`src/rtl/cpr_pkg.sv`:
```
package cpr_pkg;

  typedef enum logic {
    CPR_IDLE = 1'b0,
    CPR_WAIT = 1'b1
  } cpr_state_e;

  // Pixel width selected by a code: 2**code, capped at 2**max_log.
  function automatic int unsigned code_width(input int unsigned code,
                                             input int unsigned max_log);
    int unsigned lg;
    lg = (code > max_log) ? max_log : code;
    return 32'd1 << lg;
  endfunction

endpackage

```
`src/rtl/cpr_tag_match.sv`:
```
module cpr_tag_match #(
  parameter int ADDR_W = 20
) (
  input  logic              tag_valid,
  input  logic [ADDR_W-1:0] tag_addr,
  input  logic [ADDR_W-1:0] probe_addr,
  input  logic              kill,
  output logic              hit
);
  assign hit = tag_valid && (tag_addr == probe_addr) && !kill;
endmodule

```
`src/rtl/cpr_field_extract.sv`:
```
module cpr_field_extract #(
  parameter int DATA_W = 16,
  parameter int BPP_W  = 4,
  parameter int POS_W  = 4
) (
  input  logic [DATA_W-1:0] word,
  input  logic [BPP_W-1:0]  code,
  input  logic [POS_W-1:0]  pos,
  output logic [DATA_W-1:0] field
);
  localparam int unsigned MAX_LOG = $clog2(DATA_W);

  int unsigned        width;
  logic [DATA_W-1:0]  shifted;
  logic [DATA_W-1:0]  mask;

  always_comb begin
    width   = cpr_pkg::code_width(32'(code), MAX_LOG);
    shifted = word >> pos;
  end

  for (genvar g = 0; g < DATA_W; g++) begin : g_mask
    assign mask[g] = (32'(g) < width);
  end

  assign field = shifted & mask;
endmodule

```
`src/rtl/cached_pixel_reader.sv`:
```
module cached_pixel_reader #(
  parameter int ADDR_W = 20,
  parameter int DATA_W = 16,
  parameter int BPP_W  = 4,
  parameter int POS_W  = $clog2(DATA_W),
  localparam int CMD_W = ADDR_W + BPP_W + POS_W
) (
  input  logic              clk,
  input  logic              rst_n,
  input  logic              flush,
  input  logic [CMD_W-1:0]  cmd_data,
  input  logic              cmd_empty,
  output logic              cmd_shift,
  output logic              rd_req,
  output logic [ADDR_W-1:0] rd_addr,
  input  logic [DATA_W-1:0] rd_data,
  input  logic              rd_ready,
  output logic              pix_valid,
  output logic [DATA_W-1:0] pix_colour,
  output logic [BPP_W-1:0]  pix_bpp,
  output logic [POS_W-1:0]  pix_pos
);
  import cpr_pkg::*;

  cpr_state_e        state;
  logic              cache_valid;
  logic [ADDR_W-1:0] cache_addr;
  logic [DATA_W-1:0] cache_word;
  logic [ADDR_W-1:0] pend_addr;
  logic [BPP_W-1:0]  pend_bpp;
  logic [POS_W-1:0]  pend_pos;
  logic              flush_seen;

  logic              rd_req_q;
  logic [ADDR_W-1:0] rd_addr_q;
  logic              pix_valid_q;
  logic [DATA_W-1:0] pix_colour_q;
  logic [BPP_W-1:0]  pix_bpp_q;
  logic [POS_W-1:0]  pix_pos_q;

  // Command head fields
  logic [ADDR_W-1:0] hd_addr;
  logic [BPP_W-1:0]  hd_bpp;
  logic [POS_W-1:0]  hd_pos;
  assign {hd_addr, hd_bpp, hd_pos} = cmd_data;

  // Named internal events, used by the checker
  logic hit;
  logic waiting;
  logic hit_evt;
  logic miss_evt;
  logic fill_evt;

  logic [DATA_W-1:0] hit_field;
  logic [DATA_W-1:0] fill_field;

  cpr_tag_match #(.ADDR_W(ADDR_W)) u_tag (
    .tag_valid  (cache_valid),
    .tag_addr   (cache_addr),
    .probe_addr (hd_addr),
    .kill       (flush),
    .hit        (hit)
  );

  cpr_field_extract #(.DATA_W(DATA_W), .BPP_W(BPP_W), .POS_W(POS_W)) u_hit_ext (
    .word  (cache_word),
    .code  (hd_bpp),
    .pos   (hd_pos),
    .field (hit_field)
  );

  cpr_field_extract #(.DATA_W(DATA_W), .BPP_W(BPP_W), .POS_W(POS_W)) u_fill_ext (
    .word  (rd_data),
    .code  (pend_bpp),
    .pos   (pend_pos),
    .field (fill_field)
  );

  assign waiting   = (state == CPR_WAIT);
  assign cmd_shift = rst_n && !waiting && !cmd_empty;
  assign hit_evt   = cmd_shift && hit;
  assign miss_evt  = cmd_shift && !hit;
  assign fill_evt  = waiting && rd_ready;

  always_ff @(posedge clk or negedge rst_n) begin
    if (!rst_n) begin
      state        <= CPR_IDLE;
      cache_valid  <= 1'b0;
      cache_addr   <= '0;
      cache_word   <= '0;
      pend_addr    <= '0;
      pend_bpp     <= '0;
      pend_pos     <= '0;
      flush_seen   <= 1'b0;
      rd_req_q     <= 1'b0;
      rd_addr_q    <= '0;
      pix_valid_q  <= 1'b0;
      pix_colour_q <= '0;
      pix_bpp_q    <= '0;
      pix_pos_q    <= '0;
    end else begin
      rd_req_q    <= 1'b0;
      pix_valid_q <= 1'b0;
      if (flush) begin
        cache_valid <= 1'b0;
        if (waiting) flush_seen <= 1'b1;
      end
      if (hit_evt) begin
        pix_colour_q <= hit_field;
        pix_bpp_q    <= hd_bpp;
        pix_pos_q    <= hd_pos;
        pix_valid_q  <= 1'b1;
      end else if (miss_evt) begin
        pend_addr   <= hd_addr;
        pend_bpp    <= hd_bpp;
        pend_pos    <= hd_pos;
        rd_req_q    <= 1'b1;
        rd_addr_q   <= hd_addr;
        cache_valid <= 1'b0;
        flush_seen  <= 1'b0;
        state       <= CPR_WAIT;
      end else if (fill_evt) begin
        cache_word   <= rd_data;
        cache_addr   <= pend_addr;
        cache_valid  <= !flush_seen && !flush;
        pix_colour_q <= fill_field;
        pix_bpp_q    <= pend_bpp;
        pix_pos_q    <= pend_pos;
        pix_valid_q  <= 1'b1;
        state        <= CPR_IDLE;
      end
    end
  end

  assign rd_req     = rd_req_q;
  assign rd_addr    = rd_addr_q;
  assign pix_valid  = pix_valid_q;
  assign pix_colour = pix_colour_q;
  assign pix_bpp    = pix_bpp_q;
  assign pix_pos    = pix_pos_q;
endmodule

```
`config.mk`:
```
export PLATFORM = sky130hd
export DESIGN_NAME = cached_pixel_reader
export DESIGN_NICKNAME = d
export VERILOG_FILES = /design/src/rtl/cpr_pkg.sv /design/src/rtl/cpr_tag_match.sv /design/src/rtl/cpr_field_extract.sv /design/src/rtl/cached_pixel_reader.sv
export SDC_FILE = /design/constraint.sdc
export NUM_CORES = 1
export LEC_CHECK = 0
export ABC_AREA = 1
export BUFFER_PORTS_ARGS = -buffer_cell sky130_fd_sc_hd__buf_2
export CAP_MARGIN = 0
export CELL_PAD_IN_SITES_DETAIL_PLACEMENT = 1
export CELL_PAD_IN_SITES_GLOBAL_PLACEMENT = 2
export CORE_ASPECT_RATIO = 1.2
export CORE_MARGIN = 2
export CORE_UTILIZATION = 33
export DETAILED_ROUTE_END_ITERATION = 8
export PLACE_DENSITY = 0.95
export SYNTH_ARGS = -nofsm -noshare
export SYNTH_HDL_FRONTEND = slang
export SYNTH_SLANG_ARGS = --single-unit
```
`constraint.sdc`:
```
create_clock -name clk -period 2.1 [get_ports clk]
set_input_delay 0.105 -clock clk [delete_from_list [all_inputs] [get_ports clk]]
set_output_delay 0.105 -clock clk [all_outputs]
set_load 0.005 [all_outputs]
```
* After elaboration in Yosys (flattened, before gate mapping) *
Cells that the tools add are included.

cells by class
  magnitude comparators = 34
  eq/ne operators = 2
  shift-type cells = 4
  multiplexer cells = 26
  bitwise gates (word level) = 4
  reduce and logical (&&, ||, !) cells = 19

operators with widths
  kind                                                                             count
  4-bit by 32-bit less-than comparator with 1-bit output, first input constant     16
  3-bit by 32-bit less-than comparator with 1-bit output, first input constant     8
  1-bit by 32-bit less-than comparator with 1-bit output, first input constant     4
  2-bit by 32-bit less-than comparator with 1-bit output, first input constant     4
  1-bit by 32-bit left shift with 32-bit output, first input constant              2
  16-bit 2-to-1 mux                                                                3
  16-bit AND                                                                       2
  4-bit 2-to-1 mux                                                                 8
  16-bit by 4-bit >> shifter with 16-bit output                                    2
  20-bit == test                                                                   1
  1-bit 2-to-1 mux                                                                 15
  4-bit by 3-bit greater-than comparator with 1-bit output, second input constant  2
  1-bit logical AND                                                                8
  2-bit AND reduction                                                              3
  1-bit logical NOT                                                                5
  2-bit nonzero test                                                               2
  3-bit AND reduction                                                              1
  2-bit != test, second input constant                                             1
  1-bit NOT                                                                        2

word-level totals
  register bits = 93
  output and inout port bits = 47

* Depth between registers and ports, before layout *
Gate-level depths: netlist of the first run.

  word-level depth = 8
  gate-level depth with buffers = 13
  mapped depth without buffers = 12

* Hierarchy *
A second synthesis of the first run with hierarchy kept.

unflattened totals
  cells, all modules = 919
  area, all modules = 6,077.1 sq um

modules (own cells, without submodules)
  module               instances  cells an instance  area each (sq um)
  cached_pixel_reader  1          496                4,006.3
  cpr_field_extract    2          163                840.8
  cpr_tag_match        1          97                 389.1

* Least setup slack after synthesis of the first run *
Ideal clock, no wire load.

  path kind = register to register
  start = register cache_addr[3]
  end = register pix_colour_q[0] (netlist: pix_colour[0])
  setup time = 0.116 ns
  data arrival time = 1.324 ns
  slack = 0.659 ns
  cell stages (with the launch flop) = 12
  buffers on the path = 1
  clock period less this slack = 1.441 ns
  path through = dfrtp_1 > nand2_1 > nand2_1 > nor2_1 > nand2_1 > nor2_2 > nand3_4 > nor2_8 > nor2_4 > buf_2 > nand2_1 > nand2_1

on the way
  longest elaborated chain between the ends = 7

RTL lines
  what                                RTL line                    RTL
  start, declared                     cached_pixel_reader.sv:27   logic [ADDR_W-1:0] cache_addr;
  start signal, assigned              cached_pixel_reader.sv:124  cache_addr <= pend_addr;
  20-bit == test (*)                  cpr_tag_match.sv:10         assign hit = tag_valid && (tag_addr == probe_addr) && !kill;
  1-bit logical AND (*) (2 in a row)  cpr_tag_match.sv:10
  1-bit logical NOT                   cached_pixel_reader.sv:82   assign miss_evt = cmd_shift && !hit;
  1-bit logical AND                   cached_pixel_reader.sv:82
  2-bit != test (no line)             --
  2-bit AND reduction (no line)       --
  end signal, assigned                cached_pixel_reader.sv:109  pix_colour_q <= hit_field;
  end signal, assigned                cached_pixel_reader.sv:126  pix_colour_q <= fill_field;
  end, declared                       cached_pixel_reader.sv:37   logic [DATA_W-1:0] pix_colour_q;

Mark *: on every way between the ends. The rest lies on a longest branch, timed or not.
A chain may end at the register's enable or synchronous reset.

* Worst setup path after layout of the first run *
  start = register pend_pos[2]
  end = register pix_colour_q[1] (netlist: pix_colour[1])

on the way
  longest elaborated chain between the ends = 5

RTL lines
  what                                           RTL line                    RTL
  start, declared                                cached_pixel_reader.sv:31   logic [POS_W-1:0] pend_pos;
  start signal, assigned                         cached_pixel_reader.sv:116  pend_pos <= hd_pos;
  16-bit by 4-bit >> shifter with 16-bit output  cpr_field_extract.sv:19     shifted = word >> pos;
  16-bit AND                                     cpr_field_extract.sv:26     assign field = shifted & mask;
  16-bit 2-to-1 mux                              cached_pixel_reader.sv:122  end else if (fill_evt) begin
  16-bit 2-to-1 mux                              cached_pixel_reader.sv:113  end else if (miss_evt) begin
  16-bit 2-to-1 mux                              cached_pixel_reader.sv:108  if (hit_evt) begin

Every way passes these cells. The select of a mux whose other input is x is not followed.

==> flow_metrics.tcl, run 1 <==
set metrics [dict create \
    p_seq_share_pct 41.1 \
    rrSetupSlack_ps 310 \
    rsz0062_at_grt "no" \
    n_antenna_cell 0 \
    clk_latency_ps 350 \
    grt_first_pass_wirelength_mm 30.24 \
    yosysMostFrequentCell "nand2_1" \
    hold_end "pix_bpp[0]" \
    finalMaxSlewViolations 0 \
    vias 5662 \
    synth_nets 879 \
    syn_to_final_growth_pct 19.59 \
    synth_top_area_share_pct 41.98 \
    io_buffers 95 \
    synth-seq-cells 93 \
    grt_max_degree 94 \
    worstPathArrival_ps 2040 \
    wl_met3_um 833 \
    fin_hold_ws_ps 15.30 \
    syn_area_um2 5544 \
    holdCritPathClass "input pin to flop" \
    top_layer_used "met4" \
    ios 96 \
    comb_power_share_pct 33.5 \
    die_h_um 146.0 \
    setup_violations 0 \
    ff_latch_area_um2 2327 \
    synth.area.top_cells "dfrtp_1, nand2_1, nand3_1" \
    cts_buffer_depth 2 \
    ant_nets 0 \
    cts_sinks 93 \
    gr-total-overflow 0 \
    netlist_top_cells_count "nand2_1, nand3_1, dfrtp_1" \
    grt_pass1_vias 6070 \
    fp.dieW_um 122.3 \
    clock_skew_ps 9.807 \
    critPathLaunchType "flop" \
    start_util_pct 33.94 \
    wl_mm 18.34 \
    layout.nets 975 \
    ys_types 30 \
    crit_required_ps 2350 \
    crit_fanout 17 \
    cap_violations 0 \
    grt_usage_pct 21.56 \
    ys_async_sr_fraction_pct 100.0 \
    routed_via_density 4.954 \
    fillCellCount 2169 \
    gp_congestion 0.9716 \
    p_switching_mw 2.342 \
    ys_warn_count 0 \
    p_leak_nw 3.602 \
    endpoint_kind "flop" \
    synth-edff-count 0 \
    max_freq_mhz 558.9 \
    syn_inst 830 \
    syn_avg_cell_area_um2 6.680 \
    internal_power_mw 3.852 \
    clkTransAtPathRegs_ps 70 \
    hold_depth 3 \
    setup_tns_ps 0 \
    hold_start "cmd_data[4]" \
    synth_ff_type "dfrtp_1" \
    wl_met2_mm 9.308 \
    cts_buffers 9 \
    drive_gt1_share_pct 16.00 \
    detail_route.iter0.violations 327 \
    ys_seq_area_share_pct 41.98 \
    tightest_slew_ps 562.4 \
    first_pass_iters 5 \
    drt_drc_violations_left 0 \
    yosys.area.top_type "dfrtp_1" \
    reg2regPathDepth 9 \
    root_buffer "clkbuf_16" \
    cts_max_level 3 \
    finalCriticalPeriod_ps 1789 \
    dieArea_um2 17860 \
    worstReg2RegStart "pend_pos[2]" \
    antenna_found_initial 0 \
    clkPwrFrac_pct 25.4 \
    dp.final_hpwl_mm 13.83 \
    switching_share_pct 37.81 \
    peakVddDrop_v 0.0005892 \
    status "complete, no violations" \
    max_slew_margin_pct 62.51 \
    p_total_mw 6.193 \
    wire_per_inst_um 16.05 \
    finalHoldViolCount 0 \
    cts_setup_buffers 0 \
    pwr_density_cell_nw_per_um2 934.1 \
    path_class "flop to flop" \
    num_rows 51 \
    multi_input_area_um2 2719 \
    cts_tree "done" \
    finalCritPeriodShare_pct 85.20 \
    met1_length_mm 7.705 \
    core_area_um2 16340 \
    r2r-end "pix_colour[1]" \
]
[how the worst max path moves through the flow]
| stage | from | to | slack (ps) | cells after the start |
|---|---|---|---|---|
| detailed placement | cache_addr[0] | pix_colour[0] | 310 | 9 |
| finish | pend_pos[2] | pix_colour[1] | 310 | 9 |
| floorplan | cache_addr[3] | pix_colour[0] | 660 | 11 |
| global placement | pend_pos[2] | pix_colour[1] | 340 | 9 |
| global route | cache_addr[17] | pix_colour[6] | 100 | 13 |
| CTS | cmd_data[8] | pix_colour[0] | 280 | 11 |
[metal layers]
metal,track usage [%],up-vias
met5,0,-
met4,8.276,0
met3,5.133,29
met2,37.58,117
met1,25.23,2695
li1,-,2821
[power by group through the flow]
| stage | Clock [mW] | Combinational (mW) | Sequential (mW) |
|---|---|---|---|
| 6_report | 1.57 | 2.08 | 2.54 |
| 2_1_floorplan | 0 | 1.30 | 2.52 |
| 5_1_grt | 1.69 | 2.39 | 2.61 |
| 4_1_cts | 1.64 | 2.10 | 2.55 |
| 3_3_place_gp | 0 | 2.02 | 2.56 |
| 3_5_place_dp | 0 | 2.07 | 2.57 |
[layout make-up]
| cell class | instances | area share [%] |
|---|---|---|
| clock buffers | 10 | 3.604 |
| clock inverters | 6 | 0.7171 |
| inverters | 63 | 3.642 |
| multi-input cells | 632 | 41.01 |
| flip-flops and latches | 93 | 35.10 |
| well taps | 212 | 4.001 |
| repair buffers | 127 | 11.93 |
[cells in the final DEF (no fill, tap or decap), drive strengths merged, types with 10 or more instances in the layout]
master and instances:
nor2 33, o21ai 53, buf 113, a21oi 11, nand3 116, inv 61
dlygate4sd3 14, clkbuf 10, nand2 395, dfrtp 93
[worst max-delay path: stages (launching register included)]
cell and delay [ps]:
dfrtp_1 360, clkinv_1 440, nand3_1 380, nand3_1 130
nand3_1 100, nand2_1 50, nand2_1 60, nand2_1 70
nand2_1 70, inv_1 30
[cells by family (layout without fill, tap and decap cells)]
group / Yosys count / in the layout / share of synthesized area (%)
simple gates: 561 / 561 / 42.29
buf+inv: 105 / 206 / 8.982
flops: 93 / 93 / 41.98
compound gates: 70 / 70 / 6.590
xor+xnor: 1 / 1 / 0.1580
[flip-flops by register name (all words and copies together), names as in the netlist]
signal / cells
cache_addr: 20
rd_addr: 20
cache_word: 16
pix_colour: 16
pend_bpp: 4
pend_pos: 4
pix_bpp: 4
pix_pos: 4
cache_valid: 1
flush_seen: 1
pix_valid: 1
rd_req: 1
state: 1
[repair_timing]
action | 4_1_cts | 5_1_grt
resized for setup | 0 | 0
hold endpoints to repair | 106 | 0
hold buffers | 14 | 0
[metrics by stage]
| step | setup WS [ps] | instances | util (%) | instance area (µm²) |
|---|---|---|---|---|
| after floorplan | 659.4 | 830 | - | 5544 |
| after global placement | 343.4 | 1113 | 37.97 | 6203 |
| after detailed placement | 305.2 | 1113 | 37.97 | 6203 |
| after CTS | 277.0 | 1143 | 40.59 | 6630 |
| after global routing | 98.60 | 1143 | 40.59 | 6630 |
| final | 310.7 | 1143 | 40.59 | 6630 |
Power figures use the tool's default switching activity.
==> run 2: changes to the inputs <==
- CORE_MARGIN: 2 -> 3
==> flow_metrics.tcl, run 2 (synthesized netlist as in run 1, its figures left out) <==
set metrics [dict create \
    status "complete, no violations" \
    comb_power_share_pct 32.8 \
    rsz0062_at_grt "no" \
    antenna_found_initial 0 \
    fp.dieW_um 124.3 \
    grt_max_degree 94 \
    holdCritPathClass "input pin to flop" \
    peakVddDrop_v 0.0003787 \
    cts_buffer_depth 2 \
    start_util_pct 33.94 \
    syn_to_final_growth_pct 19.05 \
    routed_via_density 5.018 \
    fin_hold_ws_ps 3.219 \
    critPathLaunch "cmd_data[8]" \
    gr-total-overflow 0 \
    final_common_cell "nand2_1" \
    cts_setup_buffers 0 \
    num_rows 51 \
    wire_per_inst_um 16.55 \
    hold_start "rd_data[7]" \
    wl_mm 18.84 \
    crit_path_top_delay_cell "dlygate4sd3_1" \
    drive_gt1_share_pct 15.66 \
    clkTransAtPathRegs_ps 70 \
    vias 5710 \
    clock_skew_ps 10.57 \
    p_switching_mw 2.345 \
    drt_drc_violations_left 0 \
    root_buffer "clkbuf_16" \
    path_class "input pin to flop" \
    crit_required_ps 2400 \
    post_cts_resized 0 \
    die_h_um 148.0 \
    cts_tree "done" \
    first_pass_iters 4 \
    p_leak_nw 3.594 \
    setup_violations 0 \
    finalCritPeriodShare_pct 82.26 \
    cts.hold.buffers_added 12 \
    tightest_slew_ps 518.1 \
    core_area_um2 16340 \
    cpPeakStageDelay_ps 550 \
    worstPathArrival_ps 2030 \
    detail_route.iter0.violations 242 \
    p_seq_share_pct 40.5 \
    switching_share_pct 37.26 \
    setup_tns_ps 0 \
    grt_usage_pct 21.02 \
    dieArea_um2 18400 \
    dp.final_hpwl_mm 14.03 \
    ant_nets 0 \
    cts_buffers 9 \
    crit_fanout 22 \
    rrSetupSlack_ps 390 \
    finalHoldViolCount 0 \
    path_common_cell "nand2_1" \
    pwr_density_cell_nw_per_um2 953.7 \
    n_antenna_cell 0 \
    clk_latency_ps 360 \
    clkPwrFrac_pct 26.7 \
    ios 96 \
    grt_first_pass_wirelength_mm 31.35 \
    layout.nets 971 \
    worstReg2RegStart "cache_addr[15]" \
    cts_max_level 3 \
    finalCriticalPeriod_ps 1727 \
    critPathLaunchType "input pin" \
    max_slew_margin_pct 65.46 \
    internal_power_mw 3.949 \
    endpoint_kind "flop" \
    grt_pass1_vias 6094 \
    layout.cells.most_common_list "nand2_1, nand3_1, buf_2, dfrtp_1, inv_1" \
    io_buffers 95 \
    path_cells "dlygate4sd3_1, buf_2, xnor2_1, nand3_1, nor2_2, nand3_4, nor2_8, buf_4, nand2_1, nand2_1, nand2_1, nand2_1" \
    finalMaxSlewViolations 0 \
    gp_congestion 0.8809 \
    max_freq_mhz 578.9 \
    cts_sinks 93 \
    cap_violations 0 \
]
[run 2: changes by cell type in the layout (fill, tap and decap cells not counted), sizes merged]
cell,previous run,this run
buf,113,111
dlygate4sd3,14,12
bufinv,0,1
clkbuf,10,11
clkinv,7,6
clkinvlp,1,0
inv,61,60
[run 2: path summary, 6_finish.rpt]
path,end,cells past startpoint
setup / recovery,pix_colour[8],12
hold / removal,cache_word[7],3
setup reg to reg,pix_colour[8],13
hold reg to reg,pix_colour[6],2
max in group asynchronous,cache_addr[4],3
min in group asynchronous,cache_word[12],3
[run 2: critical path: cells and delay by family]
family	cells	cell delay [ps]
buffers and inverters	3	940
AND/OR/NAND/NOR	8	800
XOR/XNOR	1	170
[run 2: per-layer routing]
| layer | vias to the layer above | share of wire [%] | global-route usage, % |
|---|---|---|---|
| met3 | 36 | 5.2 | 4.698 |
| li1 | 2808 | - | - |
| met5 | - | 0 | 0 |
| met1 | 2743 | 41 | 25.14 |
| met2 | 123 | 50 | 37.15 |
| met4 | 0 | 3.2 | 7.456 |
[run 2: power by group through the flow]
stage                     Clock, mW  Sequential, mW  Combinational, mW
after floorplan                   0            2.52               1.30
after global placement            0            2.57               2.01
after detailed placement          0            2.58               2.06
after CTS                      1.74            2.56               2.09
after global routing           1.81            2.62               2.36
final                          1.68            2.55               2.06
[run 2: area by class of cell]
class,instances,area (µm²)
timing repair buffer,123,755.7
tap,212,265.3
fill,2207,9736
clock buffer,11,242.7
inverter,63,241.5
sequential,93,2327
multi-input combinational,632,2719
clock inverter,4,48.80
[run 2: metrics by stage]
| step | util (%) | cell area (µm²) | total power [mW] | setup WS (ps) | std cells |
|---|---|---|---|---|---|
| 2_1_floorplan | - | 5544 | 3.811 | 659.4 | 830 |
| 6_report | 40.40 | 6600 | 6.295 | 372.6 | 1138 |
| 3_5_place_dp | 37.88 | 6188 | 4.642 | 377.0 | 1111 |
| 4_1_cts | 40.40 | 6600 | 6.382 | 360.4 | 1138 |
| 3_3_place_gp | 37.88 | 6188 | 4.581 | 421.0 | 1111 |
| 5_1_grt | 40.40 | 6600 | 6.787 | 192.8 | 1138 |
==> run 3: changes to the inputs <==
- CORE_UTILIZATION: 33 -> 31
- PLACE_DENSITY: 0.95 -> 0.92
- clock period: 2.1 -> 1.8 ns (I/O delays scaled with it)
==> flow_metrics.tcl, run 3 (synthesized netlist as in run 1, its figures left out) <==
set metrics [dict create \
    wire_per_inst_um 16.15 \
    fin_util_pct 39.16 \
    rsz0062_at_grt "yes" \
    fin_hold_ws_ps -0.8862 \
    root_buffer "clkbuf_16" \
    crit_required_ps 2030 \
    crit_path_top_delay_cell "dfrtp_1" \
    instances_no_fill 1153 \
    final_common_cell "nand2_1" \
    path_cells "inv_1, nand2_1, nand2_1, nor2_2, nand2_2, nor2_4, nand3_4, nor2_8, nor2_4, buf_4, nand2_1, nand3_1" \
    gr-total-overflow 0 \
    detail_route.iter0.violations 275 \
    finalCriticalPeriod_ps 1654 \
    die_h_um 152.5 \
    dieArea_um2 19530 \
    fp.dieW_um 128.1 \
    cpPeakStageDelay_ps 350 \
    violations "hold timing" \
    endpoint_kind "flop" \
    n_antenna_cell 0 \
    peakVddDrop_v 0.0004782 \
    path_common_cell "nand2_1" \
    dpl_cell_area_um2 6271 \
    status "finished, violations left" \
    max_freq_mhz 604.6 \
    setup_tns_ps 0 \
    ant_nets 0 \
    dp_cells 1122 \
    max_slew_margin_pct 64.06 \
    vias 5730 \
    num_rows 52 \
    holdCritPathClass "input pin to flop" \
    fin_area_um2 6726 \
    finalCritPeriodShare_pct 91.89 \
    grt_first_pass_wirelength_mm 30.92 \
    grt_usage_pct 19.50 \
    layout.nets 981 \
    finalMaxSlewViolations 0 \
    start_util_pct 32.28 \
    setup_violations 0 \
    dp.final_hpwl_mm 13.92 \
    drive_gt1_share_pct 16.97 \
    pwr_density_cell_nw_per_um2 1084 \
    gp_congestion 0.9292 \
    post-place-ws_ps 98.67 \
    antenna_found_initial 0 \
    worstPathArrival_ps 1880 \
    routed_via_density 4.970 \
    wl_mm 18.62 \
    path_class "flop to flop" \
    finalHoldViolCount 1 \
    crit_fanout 9 \
    drt_drc_violations_left 0 \
    cts_tree "done" \
    grt_max_degree 94 \
    p_leak_nw 3.643 \
    cts_sinks 93 \
    tightest_slew_ps 539.1 \
    ios 96 \
    clk_latency_ps 350 \
    layout.cells.most_common_list "nand2_1, nand3_1, buf_2, dfrtp_1, inv_1" \
    cts_buffer_depth 2 \
    clock_skew_ps 12.97 \
    core_area_um2 17180 \
    cts_max_level 3 \
    fillCellCount 2269 \
    clkTransAtPathRegs_ps 70 \
    critPathLaunchType "flop" \
    io_buffers 95 \
    grt_pass1_vias 5994 \
    cap_violations 0 \
    p_total_mw 7.294 \
    first_pass_iters 5 \
    cts_buffers 9 \
    syn_to_final_growth_pct 21.33 \
    fin_ws_ps 146.1 \
]
## run 3: where the power goes
part | switching, mW | internal, mW
Clock | 0.882 | 0.986
Combinational | 1.53 | 0.936
Sequential | 0.352 | 2.61
## run 3: repair_timing
item                                   4_1_cts  5_1_grt
hold buffers                                14        0
resized for setup                            0        8
setup buffers                                0        1
setup endpoints to repair                    0       39
endpoints found under the hold margin      106        0
## run 3: path summary, 6_finish.rpt
path / end / cells past startpoint / from / slack [ps]
worst max register to register: pix_pos[1] / 12 / cache_addr[16] / 150
min in group asynchronous: cache_word[12] / 3 / rst_n / 380
worst max-delay path: pix_pos[1] / 12 / cache_addr[16] / 150
worst min-delay path: cache_word[10] / 3 / rd_data[10] / -0.9
max in group asynchronous: cache_word[15] / 3 / rst_n / 980
worst min register to register: pix_colour[12] / 2 / pix_colour[12] / 470
## run 3: layer usage
| metal | GRT usage, % | up-vias | part of all wire, % |
|---|---|---|---|
| met5 | 0 | - | 0 |
| li1 | - | 2825 | - |
| met4 | 4.449 | 0 | 1.3 |
| met2 | 34.47 | 112 | 52 |
| met3 | 3.752 | 15 | 4.5 |
| met1 | 24.40 | 2778 | 43 |
## run 3: layout make-up
class,instances,area (µm²),share of cell area [%]
Clock buffer,10,239.0,3.553
Clock inverter,6,43.79,0.6510
Inverter,63,242.7,3.609
Multi-Input combinational cell,632,2739,40.72
Sequential cell,93,2327,34.60
Tap cell,216,270.3,4.018
Timing Repair Buffer,133,864.6,12.85
## run 3: critical path: cells and delay by family, from the launching register on
| family | cells | cell delay, ps |
|---|---|---|
| DFF | 1 | 350 |
| buffers and inverters | 2 | 240 |
| and+or+nand+nor | 10 | 920 |
